File: config.mk
export PLATFORM = sky130hd
export DESIGN_NAME = nvreg_unlock_guard
export DESIGN_NICKNAME = d
export VERILOG_FILES = /design/src/rtl/nug_pkg.sv /design/src/rtl/nug_latches.sv /design/src/rtl/nug_txn_parser.sv /design/src/rtl/nug_commit_engine.sv /design/src/rtl/nvreg_unlock_guard.sv
export SDC_FILE = /design/constraint.sdc
export NUM_CORES = 1
export LEC_CHECK = 0
export BUFFER_PORTS_ARGS = -buffer_cell sky130_fd_sc_hd__clkbuf_2
export CAP_MARGIN = 20
export CORE_AREA = 2 2 187 189
export CTS_BUF_LIST = sky130_fd_sc_hd__clkbuf_16
export DETAILED_ROUTE_END_ITERATION = 8
export DIE_AREA = 0 0 189 191
export PLACE_DENSITY = 0.43
export SYNTH_ARGS = -nofsm -noshare
export SYNTH_HDL_FRONTEND = slang
export SYNTH_SLANG_ARGS = --single-unit
File: constraint.sdc
create_clock -name clk -period 2.8 [get_ports clk]
set_input_delay 0.56 -clock clk [delete_from_list [all_inputs] [get_ports clk]]
set_output_delay 0.56 -clock clk [all_outputs]
set_load 0.03 [all_outputs]
File: src/rtl/nug_pkg.sv
package nug_pkg;
  typedef enum logic [1:0] {
    EV_START = 2'd0,
    EV_STOP  = 2'd1,
    EV_BYTE  = 2'd2,
    EV_ABORT = 2'd3
  } ev_kind_t;

  typedef enum logic [2:0] {
    TX_IDLE,
    TX_SLAVE,
    TX_ADDR,
    TX_DATA,
    TX_SKIP
  } tx_state_t;

  typedef enum logic [1:0] {
    NV_IDLE,
    NV_DRAIN,
    NV_TIMER
  } nv_state_t;

  typedef struct packed {
    logic [7:0] addr;
    logic [7:0] data;
  } reg_wr_t;

  localparam logic [7:0] ST_CLEAR = 8'h00;
  localparam logic [7:0] ST_WEL   = 8'h02;
  localparam logic [7:0] ST_BOTH  = 8'h06;
endpackage

File: src/rtl/nug_latches.sv
module nug_latches (
  input  logic clk,
  input  logic rst_n,
  input  logic set_wel,
  input  logic set_both,
  input  logic clr_both,
  input  logic clr_rwel,
  output logic wel,
  output logic rwel
);
  always_ff @(posedge clk or negedge rst_n) begin
    if (!rst_n) begin
      wel  <= 1'b0;
      rwel <= 1'b0;
    end else begin
      if (clr_both) begin
        wel  <= 1'b0;
        rwel <= 1'b0;
      end else if (set_both) begin
        wel  <= 1'b1;
        rwel <= 1'b1;
      end else if (set_wel) begin
        wel <= 1'b1;
      end
      if (clr_rwel) rwel <= 1'b0;
    end
  end
endmodule

File: src/rtl/nug_txn_parser.sv
module nug_txn_parser
  import nug_pkg::*;
#(
  parameter int         MAX_BURST   = 8,
  parameter int         BANK_SIZE   = 20,
  parameter logic [7:0] STATUS_ADDR = 8'h3F,
  parameter logic [7:0] WR_SLAVE    = 8'hDE,
  parameter int         CNT_W       = 4,
  parameter int         IDX_W       = 3
) (
  input  logic             clk,
  input  logic             rst_n,
  input  logic             ev_fire,
  input  logic [1:0]       ev_kind,
  input  logic [7:0]       ev_data,
  input  logic [IDX_W-1:0] rd_idx,
  output logic             ctl_done,
  output logic             stat_done,
  output logic [CNT_W-1:0] total_cnt,
  output logic [CNT_W-1:0] kept_cnt,
  output logic [7:0]       stat_val,
  output reg_wr_t          rd_entry
);
  localparam logic [CNT_W-1:0] SAT_CNT = CNT_W'(MAX_BURST + 1);
  localparam logic [CNT_W-1:0] LIM_CNT = CNT_W'(MAX_BURST);

  ev_kind_t  kind;
  tx_state_t st;
  logic [7:0] base;
  logic       is_stat;
  logic [8:0] cur_addr;
  logic       keep_byte;
  reg_wr_t    slots [MAX_BURST];

  assign kind     = ev_kind_t'(ev_kind);
  assign cur_addr = {1'b0, base} + 9'(total_cnt);

  // A data byte of a register burst is buffered only when it fits the
  // burst limit and lands on a defined register.
  assign keep_byte = ev_fire && (kind == EV_BYTE) && (st == TX_DATA) && !is_stat
                     && (total_cnt < LIM_CNT) && (cur_addr < 9'(BANK_SIZE));

  assign ctl_done  = ev_fire && (kind == EV_STOP) && (st == TX_DATA) && !is_stat;
  assign stat_done = ev_fire && (kind == EV_STOP) && (st == TX_DATA) && is_stat
                     && (total_cnt == CNT_W'(1));

  always_ff @(posedge clk or negedge rst_n) begin
    if (!rst_n) begin
      st        <= TX_IDLE;
      base      <= '0;
      is_stat   <= 1'b0;
      total_cnt <= '0;
      kept_cnt  <= '0;
      stat_val  <= '0;
    end else if (ev_fire) begin
      unique case (kind)
        EV_START: st <= TX_SLAVE;
        EV_ABORT: st <= TX_IDLE;
        EV_STOP:  st <= TX_IDLE;
        EV_BYTE: begin
          unique case (st)
            TX_SLAVE: st <= (ev_data == WR_SLAVE) ? TX_ADDR : TX_SKIP;
            TX_ADDR: begin
              base      <= ev_data;
              is_stat   <= (ev_data == STATUS_ADDR);
              total_cnt <= '0;
              kept_cnt  <= '0;
              st        <= TX_DATA;
            end
            TX_DATA: begin
              if (total_cnt == '0) stat_val <= ev_data;
              if (total_cnt != SAT_CNT) total_cnt <= total_cnt + 1'b1;
              if (keep_byte) kept_cnt <= kept_cnt + 1'b1;
            end
            default: ;
          endcase
        end
        default: ;
      endcase
    end
  end

  for (genvar g = 0; g < MAX_BURST; g++) begin : g_slot
    always_ff @(posedge clk) begin
      if (keep_byte && (kept_cnt == CNT_W'(g))) begin
        slots[g] <= '{addr: cur_addr[7:0], data: ev_data};
      end
    end
  end

  assign rd_entry = slots[rd_idx];
endmodule

File: src/rtl/nug_commit_engine.sv
module nug_commit_engine
  import nug_pkg::*;
#(
  parameter int MAX_BURST = 8,
  parameter int NV_CYCLES = 2_500_000,
  parameter int CNT_W     = 4,
  parameter int IDX_W     = 3
) (
  input  logic             clk,
  input  logic             rst_n,
  input  logic             go,
  input  logic [CNT_W-1:0] kept_cnt,
  input  reg_wr_t          rd_entry,
  input  logic             cm_ready,
  output logic [IDX_W-1:0] rd_idx,
  output logic             cm_valid,
  output logic [7:0]       cm_addr,
  output logic [7:0]       cm_data,
  output logic             busy,
  output logic             cycle_done
);
  localparam int TMR_W = (NV_CYCLES > 1) ? $clog2(NV_CYCLES) : 1;
  localparam logic [TMR_W-1:0] TMR_LOAD = TMR_W'(NV_CYCLES - 1);

  nv_state_t        st;
  logic [IDX_W-1:0] idx;
  logic [IDX_W-1:0] last;
  logic [TMR_W-1:0] tmr;

  always_ff @(posedge clk or negedge rst_n) begin
    if (!rst_n) begin
      st   <= NV_IDLE;
      idx  <= '0;
      last <= '0;
      tmr  <= '0;
    end else begin
      unique case (st)
        NV_IDLE: begin
          if (go) begin
            if (kept_cnt == '0) begin
              st  <= NV_TIMER;
              tmr <= TMR_LOAD;
            end else begin
              st   <= NV_DRAIN;
              idx  <= '0;
              last <= IDX_W'(kept_cnt - 1'b1);
            end
          end
        end
        NV_DRAIN: begin
          if (cm_ready) begin
            if (idx == last) begin
              st  <= NV_TIMER;
              tmr <= TMR_LOAD;
            end else begin
              idx <= idx + 1'b1;
            end
          end
        end
        NV_TIMER: begin
          if (tmr == '0) st <= NV_IDLE;
          else tmr <= tmr - 1'b1;
        end
        default: st <= NV_IDLE;
      endcase
    end
  end

  assign rd_idx     = idx;
  assign cm_valid   = (st == NV_DRAIN);
  assign cm_addr    = rd_entry.addr;
  assign cm_data    = rd_entry.data;
  assign busy       = (st != NV_IDLE);
  assign cycle_done = (st == NV_TIMER) && (tmr == '0);
endmodule

File: src/rtl/nvreg_unlock_guard.sv
module nvreg_unlock_guard
  import nug_pkg::*;
#(
  parameter int         MAX_BURST   = 8,
  parameter int         BANK_SIZE   = 20,
  parameter logic [7:0] STATUS_ADDR = 8'h3F,
  parameter logic [7:0] WR_SLAVE    = 8'hDE,
  parameter int         NV_CYCLES   = 2_500_000
) (
  input  logic       clk,
  input  logic       rst_n,
  input  logic       ev_valid,
  output logic       ev_ready,
  input  logic [1:0] ev_kind,
  input  logic [7:0] ev_data,
  output logic       cm_valid,
  input  logic       cm_ready,
  output logic [7:0] cm_addr,
  output logic [7:0] cm_data,
  output logic       wel,
  output logic       rwel,
  output logic       busy
);
  localparam int CNT_W = $clog2(MAX_BURST + 2);
  localparam int IDX_W = (MAX_BURST > 1) ? $clog2(MAX_BURST) : 1;

  logic             ev_fire;
  logic             ctl_done, stat_done;
  logic [CNT_W-1:0] total_cnt, kept_cnt;
  logic [7:0]       stat_val;
  reg_wr_t          rd_entry;
  logic [IDX_W-1:0] rd_idx;
  logic             cycle_done;
  logic             stat_ok, go;

  assign ev_ready = !cm_valid;
  assign ev_fire  = ev_valid && ev_ready;

  assign stat_ok = stat_done && !busy;
  assign go      = ctl_done && !busy && wel && rwel
                   && (total_cnt != '0) && (total_cnt <= CNT_W'(MAX_BURST));

  nug_txn_parser #(
    .MAX_BURST(MAX_BURST), .BANK_SIZE(BANK_SIZE), .STATUS_ADDR(STATUS_ADDR),
    .WR_SLAVE(WR_SLAVE), .CNT_W(CNT_W), .IDX_W(IDX_W)
  ) u_parser (
    .clk(clk), .rst_n(rst_n), .ev_fire(ev_fire), .ev_kind(ev_kind),
    .ev_data(ev_data), .rd_idx(rd_idx), .ctl_done(ctl_done),
    .stat_done(stat_done), .total_cnt(total_cnt), .kept_cnt(kept_cnt),
    .stat_val(stat_val), .rd_entry(rd_entry)
  );

  nug_commit_engine #(
    .MAX_BURST(MAX_BURST), .NV_CYCLES(NV_CYCLES), .CNT_W(CNT_W), .IDX_W(IDX_W)
  ) u_engine (
    .clk(clk), .rst_n(rst_n), .go(go), .kept_cnt(kept_cnt),
    .rd_entry(rd_entry), .cm_ready(cm_ready), .rd_idx(rd_idx),
    .cm_valid(cm_valid), .cm_addr(cm_addr), .cm_data(cm_data),
    .busy(busy), .cycle_done(cycle_done)
  );

  nug_latches u_latches (
    .clk(clk), .rst_n(rst_n),
    .set_wel(stat_ok && (stat_val == ST_WEL)),
    .set_both(stat_ok && (stat_val == ST_BOTH)),
    .clr_both(stat_ok && (stat_val == ST_CLEAR)),
    .clr_rwel(cycle_done),
    .wel(wel), .rwel(rwel)
  );
endmodule

==> results of run 1 <==
## cells in the mapped netlist, types with 13 or more instances
library cell,instances
sky130_fd_sc_hd__or4_1,14
sky130_fd_sc_hd__nand2_1,46
sky130_fd_sc_hd__mux2_2,26
sky130_fd_sc_hd__nor4_1,15
sky130_fd_sc_hd__dfrtp_1,60
sky130_fd_sc_hd__edfxtp_1,128
sky130_fd_sc_hd__a21oi_1,22
sky130_fd_sc_hd__nor2_1,26
sky130_fd_sc_hd__inv_1,17
sky130_fd_sc_hd__ha_1,13
sky130_fd_sc_hd__mux4_2,32
## worst register-to-register path: stages (launching register included)
cell and delay, ns:
sky130_fd_sc_hd__dfrtp_1 0.42, sky130_fd_sc_hd__ha_1 0.34, sky130_fd_sc_hd__a211oi_2 0.32, sky130_fd_sc_hd__nor2_1 0.13
sky130_fd_sc_hd__o21a_1 0.21, sky130_fd_sc_hd__mux2_2 0.28, sky130_fd_sc_hd__and4b_2 0.29, sky130_fd_sc_hd__and3_2 0.22
sky130_fd_sc_hd__buf_12 0.17
## logic make-up (layout without fill, tap and decap cells)
logic type | after synthesis | after routing
muxes | 66 | 66
DFF | 188 | 188
xor gates and xnor gates | 17 | 17
adders and majority gates | 14 | 14
AOI/OAI and AO/OA | 78 | 78
buffers and inverters | 40 | 138
and+or+nand+nor | 170 | 171
## area by class of cell
type                            instances  area, µm²  area share
Clock buffer                           17        425      0.0413
Tap cell                              455        569      0.0553
Timing Repair Buffer                   89        751      0.0729
Clock inverter                         15        194      0.0188
Inverter                               17       63.8     0.00620
Multi-Input combinational cell        346       2940       0.286
Sequential cell                       188       5350       0.520
## how the worst max path moves through the flow
stage                          start                    to  slack, ns  cells past startpoint
4_1_cts           u_engine.rd_idx[0]            cm_data[2]       0.01                      4
2_1_floorplan  u_parser.total_cnt[0]  u_parser.slots[0][0]      -0.03                     10
3_3_place_gp   u_parser.total_cnt[0]  u_parser.slots[1][5]       0.11                     11
5_1_grt           u_engine.rd_idx[0]            cm_addr[5]     -0.006                      4
3_5_place_dp   u_parser.total_cnt[0]  u_parser.slots[7][9]       0.04                     11
6_report          u_engine.rd_idx[0]            cm_addr[5]       0.06                      4
## power by group through the flow
| stage | combinational (mW) | sequential [mW] | clock, mW |
|---|---|---|---|
| 3_3_place_gp | 2.19 | 3.32 | 0 |
| 2_1_floorplan | 1.53 | 3.23 | 0 |
| 5_1_grt | 2.49 | 3.27 | 2.72 |
| 3_5_place_dp | 2.22 | 3.32 | 0 |
| 6_report | 2.30 | 3.25 | 2.53 |
| 4_1_cts | 2.30 | 3.24 | 2.60 |
## state kept, by name, summed over array words and instances, names as in the netlist, 4 cells and up
name	flops
u_parser.slots	128
u_parser.kept_cnt	4
u_engine.tmr	22
u_parser.total_cnt	4
u_parser.base	8
u_parser.stat_val	8
## per-layer routing
layer / vias up / wire length [µm] / global-route usage
li1: 2406 / - / -
met1: 2681 / 9520 / 0.152
met2: 80 / 11100 / 0.217
met3: 4 / 620 / 0.0226
met4: 0 / 82 / 0.0228
met5: - / 0 / 0
## what timing repair did
action / in CTS / in global routing
gates resized for setup: 1 / 7
setup buffers: 2 / 1
hold buffers: 0 / 0
cloned: 0 / 2
endpoints found under the setup margin: 16 / 146
pin swaps: 0 / 1
==> run summary, run 1 <==
The minimum hold slack is 0.0281 ns. The tools report the clock tree root driver cell as sky130_fd_sc_hd__clkbuf_16. The logs give 0 for the count of yosys warnings during synthesis and 4 for the count of H-tree levels built during CTS.

The portion of synthesized cell area occupied by the leading cell type works out to 0.457. The floorplan step set the die height to 191 µm. sky130_fd_sc_hd__edfxtp_1 takes more of the synthesized area than any other cell.

The share of the core filled with cells in the final layout is 0.302, and the synthesized netlist net count is 601. The post-synthesis compound-gate area fraction was 0.0619. The adder and majority gate portion of the synthesized area is 0.0217.

The area growth from synthesis to layout is 22.4%. The run gives 1090 as the number of placed instances with taps included. The synthesized flop and latch total is 188, and the remaining max-slew budget at the tightest pin is 0.521.

The count of final setup violators is 0, and the via count is 5171. The sequential-to-total area share from yosys stat came out at 0.636. Yosys attributes the largest share of cell area to sky130_fd_sc_hd__edfxtp_1 (46%), sky130_fd_sc_hd__dfrtp_1 (18%), sky130_fd_sc_hd__mux4_2 (8.6%). The run gives 2.24 ns as the required arrival time at the worst endpoint. By area, the combinational part of the netlist is dominated by multiplexers. The later pin in the worst-skew pair is clocked with a latency of 0.43 ns. The commonest non-fill, non-tap cell in the layout was sky130_fd_sc_hd__edfxtp_1. The number of different library cells used by synthesis comes to 67.

The run gives 0 ns as the final setup TNS. Derived from the worst setup path, the maximum achievable clock frequency is 0.365 GHz. The proportion of layout cells with a drive suffix above 1 was 0.301; the final routed wire length divided by cell count was 18.9 µm. Worst reg2reg path startpoint: u_parser.total_cnt[1].

The signal on the critical path passes through buf_4 -> mux4_2 -> mux2_2 -> clkbuf_2. The multiplexer fraction of the synthesized cell area is 0.130, and the relative contribution of sequential cells to total power is 0.402. After clock tree synthesis, the clock-pin slew on the worst setup and hold paths is 0.08 ns. The post-synthesis cell count came out at 573. 0 antenna diodes ended up in the layout. Buffers inserted during clock tree synthesis total 17. The starting DRC count in detailed routing is 266. Across the VDD grid, the largest voltage drop is 0.539 mV. The run finished with clean final reports. Summed over all layers, the global routing overflow is 0. Summing every instance area after synthesis gives 8410 µm². At the placement stage, the worst setup path has a slack of 0.0435 ns.

The post-layout minimum cycle time came out at 2.74 ns. At the end of routability-driven placement, the weighted congestion stood at 0.808. In the layout the commonest cells are sky130_fd_sc_hd__edfxtp_1 (128), sky130_fd_sc_hd__dfrtp_1 (59), sky130_fd_sc_hd__nand2_1 (46). In this run the power spent charging and discharging nets is 2.64 mW. XOR/XNOR share of the synthesized area: 0.0177.

The proportion of total power due to net switching came out at 0.327. The detail route stage leaves a number of antenna-violating nets equal to 0. The total global-route track usage is 0.121. The maximum count of clock buffers along a single path was 2; the non-filler instance count after layout was 1127. The run gives 68 as the total number of placement rows. Area share of and/or/nand/nor cells after synthesis: 0.113. The via count of the first global-routing pass was 5403; the internal power was 5.44 mW. Setup slack on the worst reg-to-reg path comes out at 0.14 ns. The starting density of the core came out at 0.247.

The proportion of synthesized flip-flops having asynchronous set or reset came out at 0.319. Entering global routing, the biggest net connects 35 pins. Maximum fanout along the worst path: 6. Between clock sinks in the finished design, the worst skew comes to 0.0132 ns. The number of detailed-route iterations in the first pass is 4. The peak per-stage delay on the critical path came out at 0.53 ns.

For the worst setup path, the data arrival time is 2.18 ns. The depth of the worst register-to-register path was 8. The DRC violation count after routing was 0. Wires add up to 21300 µm. TritonCTS built the clock tree. Across the run, the number of max-cap violations was 0. STA classifies the critical path endpoint as an output port. Worst hold path class: in -> async. The cell area after layout is 10300 µm², and the horizontal extent of the die is 189 µm.

The average instance in the mapped netlist occupies 14.7 µm². The tools report the startpoint class of the critical path as a flop. The number of nets at the end of the flow is 687. The run gives 3380 as the fill cell total of the finished layout. The count of buffers added on input and output ports is 34. The die covers 36100 µm².

The number of endpoints with negative hold slack in the final report is 0. The count of flip-flops with a built-in enable after synthesis works out to 128. Setup repair after global routing could not meet its margin everywhere. The power density normalized to cell area works out to 786 nW/µm².

By startpoint and endpoint, the worst setup path is classified as reg -> out. The HPWL after detailed placement is 14600 µm. The buffers plus inverters on the worst setup path is 2.

In the synthesized netlist the dominant register cell turns out to be sky130_fd_sc_hd__edfxtp_1. The power share of the clock group came out at 0.313. The routed via count divided by cell count was 4.59; the max-slew violation total from the final report was 0.

The run gives 0.0587 ns as the worst setup slack after layout. The top cell family by delay on the critical path is multiplexers. The first global-routing pass estimated 32400 µm of wire.

The post-route fraction of the period consumed by the critical path is 0.979. The endpoint identified for the worst register-to-register timing path is u_parser.slots[1][10]. The run gives 9600 µm² as the area of placed instances. The slowest stage of the critical path is the sky130_fd_sc_hd__dfrtp_4 cell.

The analysis attributes to cell leakage a power of 3.75 nW. The slew at the pin closest to its max-slew limit was 0.712 ns; the top-level port count was 35. The initial antenna violation count is 0, and the combinational cell fraction of total power is 0.285. After floorplanning, the core was sized to cover 34100 µm². The logs give 188 for the total number of clock tree sinks and 8.09 mW for the total power draw.
Power figures use the tool's default switching activity.
==> run 2, diff against run 1 <==
--- a/config.mk
+++ b/config.mk
@@ -5,13 +5,14 @@
 export SDC_FILE = /design/constraint.sdc
 export NUM_CORES = 1
 export LEC_CHECK = 0
+export ABC_AREA = 1
 export BUFFER_PORTS_ARGS = -buffer_cell sky130_fd_sc_hd__clkbuf_2
 export CAP_MARGIN = 20
-export CORE_AREA = 2 2 187 189
+export CORE_AREA = 2 2 146 254
 export CTS_BUF_LIST = sky130_fd_sc_hd__clkbuf_16
 export DETAILED_ROUTE_END_ITERATION = 8
-export DIE_AREA = 0 0 189 191
-export PLACE_DENSITY = 0.43
+export DIE_AREA = 0 0 148 256
+export PLACE_DENSITY = 0.52
 export SYNTH_ARGS = -nofsm -noshare
 export SYNTH_HDL_FRONTEND = slang
 export SYNTH_SLANG_ARGS = --single-unit
==> run 2 against run 1 <==
Die area increased by 5.0%. Final area increased by 1.3%. Flip-flop and latch count unchanged. First-iteration DRC count increased by 61%. Total power increased by 3.6%. Register-to-register slack improved by 0.06 ns. Clock power decreased by 6%. Final cell count increased by 29%. Utilization decreased by 1.1 points. Synthesized cell count increased by 60%. Critical path depth increased by 3. Largest power group unchanged. Highest routed layer unchanged.
==> run summary, run 2 <==
The run finished with clean final reports. The critical setup path kind was reg -> out. The largest registers in the layout are u_parser.slots x128, u_engine.tmr x22.

Buffers inserted during clock tree synthesis total 17. In the routed design, unresolved DRC markers number 0. Sorting the synthesized cells by how often they occur yields sky130_fd_sc_hd__nand2_1 (174), sky130_fd_sc_hd__nor2_1 (172), sky130_fd_sc_hd__edfxtp_1 (128), sky130_fd_sc_hd__o21ai_0 (93), sky130_fd_sc_hd__inv_1 (71). In this run the tool buffered the top-level ports with 34 buffer cells. The final setup TNS is 0 ns, and the number of detailed-route iterations in the first pass is 5. The worst setup path is launched from a flop. Routability-driven placement finished with a final weighted congestion of 0.806. Tracing the worst setup path back leads to its startpoint at u_engine.rd_idx[1]. Following the worst setup path forward leads to its endpoint at cm_addr[7]. For the synthesized netlist net count, the log shows 947.

The floorplan step defined a die boundary enclosing 37900 µm². After detailed routing, the number of vias per cell comes to 4.41. Maximum count of clock buffers along a single path: 2. The number of antenna diodes in the final layout is 0.

The number of nets at the end of the flow came out at 997. At the worst endpoint, the required time is 2.24 ns. The total leakage power is 3.97 nW, and the sequential-to-total area share from yosys stat is 0.605. VDD sags by at most 0.430 mV. The run gives 0.152 ns as the worst setup slack after layout. The power density normalized to cell area is 803 nW/µm², and the distinct cell type count of the synthesized netlist is 41. In this run the critical register-to-register path is captured at u_parser.slots[5][2].

The floorplan has 92 rows. Leaving out fill and tap cells, the most frequent cell in the layout is sky130_fd_sc_hd__nand2_1. The tools report the initial antenna violation count as 0. After synthesis the netlist holds a flip-flop and latch count of 188. The worst hold path belongs to the class in -> async.

In this run the remaining antenna-violating nets after routing total 0. Clock network latency to the later pin of the worst-skew pair: 0.45 ns. After synthesis, the cell types taking the most area are sky130_fd_sc_hd__edfxtp_1 (44%), sky130_fd_sc_hd__dfrtp_1 (17%), sky130_fd_sc_hd__nand2_1 (7.4%). The logs give 0 for the count of yosys warnings during synthesis and 22200 µm for the total routed wirelength. Horizontal extent of the die: 148 µm.

The most flop-heavy register was u_parser.slots. The starting density of the core is 0.246. After clock tree synthesis, the clock-pin slew on the worst setup and hold paths is 0.07 ns.

The top cell types in the final layout, fill and taps aside, are sky130_fd_sc_hd__nand2_1 (173), sky130_fd_sc_hd__nor2_1 (169), sky130_fd_sc_hd__edfxtp_1 (128). The tools report the worst reg2reg path startpoint as u_parser.base[0]. The number of endpoints with negative hold slack in the final report came out at 0. CTS placed an instance of sky130_fd_sc_hd__clkbuf_16 at the clock tree root. The remaining max-slew budget at the tightest pin was 0.580. The post-layout minimum cycle time was 2.65 ns.

The top-level port count came out at 35. Counting every sink on the clock net gives 188. Die height: 256 µm. The proportion of synthesized flip-flops having asynchronous set or reset came out at 0.319.

The portion of synthesized cell area occupied by the leading cell type came out at 0.435. Depth of the worst register-to-register path: 12. For this run the aggregate overflow at the end of global routing stands at 0. Total global-route track usage: 0.117. STA puts the critical path data arrival time at 2.09 ns.

The tools report the capturing element type of the critical path as an output port. The final routed wire length divided by cell count is 15.3 µm, and the max-slew violation total from the final report is 0. The detailed router finished its first iteration with 427 violations. At the pin with the least slew margin, the transition time is 0.629 ns.

The count of H-tree levels built during CTS was 4. Static timing analysis puts the maximum clock frequency at 0.378 GHz. The proportion of layout cells with a drive suffix above 1 is 0.143. TritonCTS built the clock tree. Across all layers, the routed design uses 6404 vias. The worst setup timing slack at the placement stage is 0.121 ns. Area added between synthesis and finish: 18.1%. Setup violations remaining at the end of the flow were counted as 0. The most common flop cell mapped by yosys is sky130_fd_sc_hd__edfxtp_1.

The register with the most flip-flops in the layout has 128 of them. Between clock sinks in the finished design, the worst skew comes to 0.00829 ns. The largest total area in the synthesized netlist belongs to sky130_fd_sc_hd__edfxtp_1.

Dividing the synthesized area by the synthesized cell count gives 9.61 µm². The post-route fraction of the period consumed by the critical path works out to 0.946. The tools report the fill cell total of the finished layout as 3779. Yosys mapped a number of flops with a built-in enable equal to 128. The core box area is 35900 µm². The logs give 6401 for the via count of the first global-routing pass and 919 for the post-synthesis cell count. Setup repair after global routing left no endpoint under its margin.

sky130_fd_sc_hd__nand2_1 is the most common cell in the netlist. The run gives 67 as the pin count of the biggest net entering global routing. Once detailed placement completed, the half-perimeter wirelength came to 15200 µm. For the register-to-register path setup slack, the log shows 0.20 ns. Of all nets on the critical path, the largest fanout is 11. Max-cap violations in this run came to 0. The wire length of the first global-routing pass came out at 34300 µm. After synthesis the cells add up to 8830 µm².
run 2: worst max-delay path: stages, from the launching register on:
cell and delay, ns:
sky130_fd_sc_hd__dfrtp_1 0.42, sky130_fd_sc_hd__clkinvlp_4 0.20, sky130_fd_sc_hd__buf_4 0.21, sky130_fd_sc_hd__o21ai_0 0.10
sky130_fd_sc_hd__o22ai_1 0.16, sky130_fd_sc_hd__nor2_1 0.06, sky130_fd_sc_hd__a31oi_1 0.23, sky130_fd_sc_hd__buf_2 0.25
run 2: metrics by stage:
stage               utilization  std cells  cell area (µm²)  hold slack [ns]  total power, mW
floorplan                     -        919             8830            0.264             5.17
detailed placement        0.270       1414             9710            0.477             5.94
global route              0.290       1452            10400            0.157             8.88
finish                    0.290       1452            10400            0.116             8.38
CTS                       0.287       1446            10300            0.126             8.35
global placement          0.270       1414             9710            0.470             5.94
run 2: power by group:
part | leakage [nW] | switching (mW) | internal (mW) | total, mW
logic | 1.90 | 1.87 | 0.886 | 2.75
registers | 1.79 | 0.147 | 3.09 | 3.23
clock network | 0.280 | 1.13 | 1.26 | 2.39
run 2: how the worst min path moves through the flow:
| stage | slack (ns) | endpoint | start | cells past startpoint |
|---|---|---|---|---|
| finish | 0.12 | u_engine.tmr[16] | rst_n | 1 |
| global route | 0.16 | u_engine.tmr[16] | rst_n | 1 |
| CTS | 0.13 | u_engine.tmr[15] | rst_n | 1 |
| detailed placement | 0.48 | u_parser.stat_val[6] | u_parser.stat_val[6] | 2 |
| global placement | 0.47 | u_parser.stat_val[6] | u_parser.stat_val[6] | 2 |
| floorplan | 0.26 | u_engine.last[0] | rst_n | 0 |
run 2: layer usage:
| layer | share of wire | vias to the layer above | track usage |
|---|---|---|---|
| met4 | 0.017 | 0 | 0.0402 |
| met2 | 0.57 | 66 | 0.226 |
| met3 | 0.022 | 18 | 0.0239 |
| met5 | 0 | - | 0 |
| met1 | 0.39 | 3129 | 0.124 |
| li1 | - | 3191 | - |
run 2: cell type report:
type	count	area, µm²	share of cell area
clock buffers	17	425	0.0408
repair buffers	64	548	0.0525
flip-flops and latches	188	5350	0.513
multi-input cells	625	3080	0.296
well taps	470	588	0.0564
clock inverters	15	156	0.0150
inverters	73	282	0.0270
run 2: cell families after synthesis:
kind of cell | synth area share
XOR/XNOR | 0.0149
multiplexers | 0.00241
buffers and inverters | 0.0497
adder cells (fa/ha/maj) | 0.0207
flip-flops | 0.605
AO/OA/AOI/OAI | 0.0862
AND/OR/NAND/NOR | 0.221
run 2: repair_timing:
item / CTS / global route
setup buffers: 0 / 3
resized for setup: 0 / 19
endpoints found under the setup margin: 0 / 135
hold buffers: 0 / 0
==> run 3, diff against run 2 <==
==> constraint.sdc (replaced) <==
create_clock -name clk -period 2.2 [get_ports clk]
set_input_delay 0.44 -clock clk [delete_from_list [all_inputs] [get_ports clk]]
set_output_delay 0.44 -clock clk [all_outputs]
set_load 0.03 [all_outputs]
==> run 3 against run 2 <==
The run now ends with negative hold slack, negative setup slack left. Total power rose by 56%. Sequential share of layout area fell by 6.7 points. First-iteration DRC count fell by 16%. Final cell count rose by 4.8%. Utilization rose by 4.4 points. Routed wire length rose by 17%. Combinational power rose by 110%. Critical path type is now reg -> reg.
==> run summary, run 3 (synthesis results as in run 2) <==
The flow ran to the end, but the final reports show violations. The final reports fail on negative hold slack, negative setup slack. The number of placed instances, taps included, is 1455.

For the number of max-capacitance violations reported, the log shows 0. The commonest non-fill, non-tap cell in the layout is sky130_fd_sc_hd__nand2_1. The largest registers in the layout are u_parser.slots x128, u_engine.tmr x22. TritonCTS built the clock tree. The worst setup slack after layout is -0.330 ns. The maximum fanout along the worst path came out at 8. The DRC violation count after routing is 0, and the pin count of the biggest net entering global routing is 61. Clock network latency to the later pin of the worst-skew pair: 0.44 ns. The capturing element type of the critical path was a flop. The run gives 35 as the top-level port count.

Number of clock buffers inserted by TritonCTS: 17. The proportion of layout cells with a drive suffix above 1 came out at 0.291. Summed over all cells, the static leakage comes to 4.62 nW. The area added between synthesis and finish works out to 36.0%.

The count of H-tree levels built during CTS was 4. After floorplanning, the core was sized to cover 35900 µm². The total congestion overflow after global routing came out at 0. Overall power consumption after layout is estimated at 13.1 mW. The routed design could run at a clock period as short as 2.53 ns. The logs give 1069 for the number of nets at the end of the flow and 0 for the number of diodes added for antenna fixing. The initial antenna violation count is 0.

The HPWL after detailed placement is 15800 µm. The total of buffers placed on input and output ports is 34. The longest clock path from root to sink contains 2 buffers. The via count of the first global-routing pass is 7148. For this run, the number of standard cells in the final layout without fillers is 1522. Startpoint class of the critical path: a flop.

The starting DRC count in detailed routing was 357; the combinational cell fraction of total power was 0.449. The tools report the remaining max-slew budget at the tightest pin as 0.572. The tools report the maximum vdd ir drop as 0.608 mV. The die is 256 µm tall. The total number of placement rows was 92. The tools report the relative contribution of sequential cells to total power as 0.316. Data on the critical path arrives at its endpoint at 2.69 ns. The required arrival time at the worst endpoint came out at 2.36 ns.

The number of flip-flops in the largest register is 128, and the switching power is 4.79 mW. Routability-driven placement finished with a final weighted congestion of 0.796. Setup repair after global routing could not meet its margin everywhere. The max-slew violation total from the final report was 0. For the pin with the worst max-slew slack, the measured transition is 0.635 ns. The library cells used most frequently in the layout, excluding fill and tap cells, are sky130_fd_sc_hd__nand2_1 (156), sky130_fd_sc_hd__nor2_1 (129), sky130_fd_sc_hd__edfxtp_1 (128). In this run the power density over the cells is 1090 nW/µm². The clock tree root driver cell was sky130_fd_sc_hd__clkbuf_16.

The post-route fraction of the period consumed by the critical path works out to 1.15. The critical path is of the reg -> reg type. More flip-flops sit in one register than any other, and that register is u_parser.slots.

For the final database, setup skew stands at 0.0113 ns. Setup violations remaining at the end of the flow were counted as 148. The first detailed-routing pass ran for 5 iterations. The die is 148 µm wide. The first global-routing pass estimated 39000 µm of wire. The clock-pin slew of the registers on the worst-case setup and hold paths came out at 0.07 ns. For the fill cell total of the finished layout, the log shows 3637. The routed via count divided by cell count is 4.56, and the final routed wire length divided by cell count is 17.0 µm.

The minimum hold slack was -0.0186 ns; the via count was 6936. The number of endpoints with negative hold slack in the final report was 9. The maximum frequency from static timing analysis was 0.395 GHz. The tools report the total number of clock tree sinks as 188. The run gives 25900 µm as the total routed wirelength.

The area enclosed by the die boundary is 37900 µm². Once detail routing completed, the nets flagged for antenna violations numbered 0. The starting density of the core was 0.246; the proportion of total power due to net switching was 0.366. The tools report the internal power as 8.29 mW.

Worst hold path class: in -> async. For the power share of the clock group, the log shows 0.235. The total global-route track usage was 0.137.
## run 3: final cells by class
cell class                      instances  area (µm²)  share of cell area
Clock inverter                         13         153              0.0127
Sequential cell                       188        5350               0.445
Clock buffer                           17         425              0.0354
Tap cell                              470         588              0.0489
Multi-Input combinational cell        626        3610               0.300
Inverter                               73         284              0.0236
Timing Repair Buffer                  135        1610               0.134
## run 3: worst paths after layout
check	start	to	slack, ns	depth (start not counted)
setup / recovery	u_parser.total_cnt[0]	u_parser.slots[1][10]	-0.33	12
hold / removal	rst_n	u_engine.tmr[15]	-0.02	2
setup reg to reg	u_parser.total_cnt[0]	u_parser.slots[1][10]	-0.33	12
hold reg to reg	u_parser.stat_val[7]	u_parser.stat_val[7]	0.49	2
max in group asynchronous	rst_n	u_parser.base[4]	1.89	2
min in group clk	ev_kind[1]	u_parser.st[0]	0.34	4
## run 3: power groups by stage
| stage | logic, mW | clock network [mW] | registers, mW |
|---|---|---|---|
| 5_1_grt | 6.27 | 3.27 | 4.16 |
| 4_1_cts | 5.41 | 3.14 | 4.13 |
| 2_1_floorplan | 2.46 | 0 | 4.13 |
| 3_5_place_dp | 3.54 | 0 | 4.19 |
| 3_3_place_gp | 3.52 | 0 | 4.19 |
| 6_report | 5.87 | 3.07 | 4.13 |
## run 3: metrics by stage
stage / TNS, ns / utilization / worst slack (ns) / area [µm²]
detailed placement: -43.28 / 0.283 / -0.363 / 10200
finish: -36.69 / 0.335 / -0.330 / 12000
CTS: -40.51 / 0.323 / -0.310 / 11600
floorplan: -40.85 / - / -0.357 / 8900
global placement: -38.47 / 0.283 / -0.325 / 10200
global route: -65.08 / 0.335 / -0.552 / 12000
## run 3: metal layers
layer / global-route usage / up-vias / routed length [µm]
li1: - / 3343 / -
met1: 0.128 / 3389 / 8930
met2: 0.270 / 152 / 15000
met3: 0.0235 / 52 / 763
met4: 0.0833 / 0 / 1290
met5: 0 / - / 0
## run 3: repair_timing
action,CTS,global route
hold buffers,0,0
resized for setup,116,128
pin swaps,42,72
cloned,15,5
buffers inserted,13,8
endpoints found under the setup margin,167,174
## run 3: critical path, cell delays in order, from the launching register on
cell	delay, ns
sky130_fd_sc_hd__dfrtp_1	0.36
sky130_fd_sc_hd__ha_2	0.19
sky130_fd_sc_hd__inv_2	0.04
sky130_fd_sc_hd__fa_2	0.34
sky130_fd_sc_hd__buf_4	0.15
sky130_fd_sc_hd__xor2_2	0.18
sky130_fd_sc_hd__nand3_2	0.11
sky130_fd_sc_hd__nand2_2	0.08
sky130_fd_sc_hd__nand2_1	0.07
sky130_fd_sc_hd__inv_2	0.08
sky130_fd_sc_hd__nand4_1	0.22
sky130_fd_sc_hd__nor2_4	0.23
sky130_fd_sc_hd__clkbuf_16	0.19
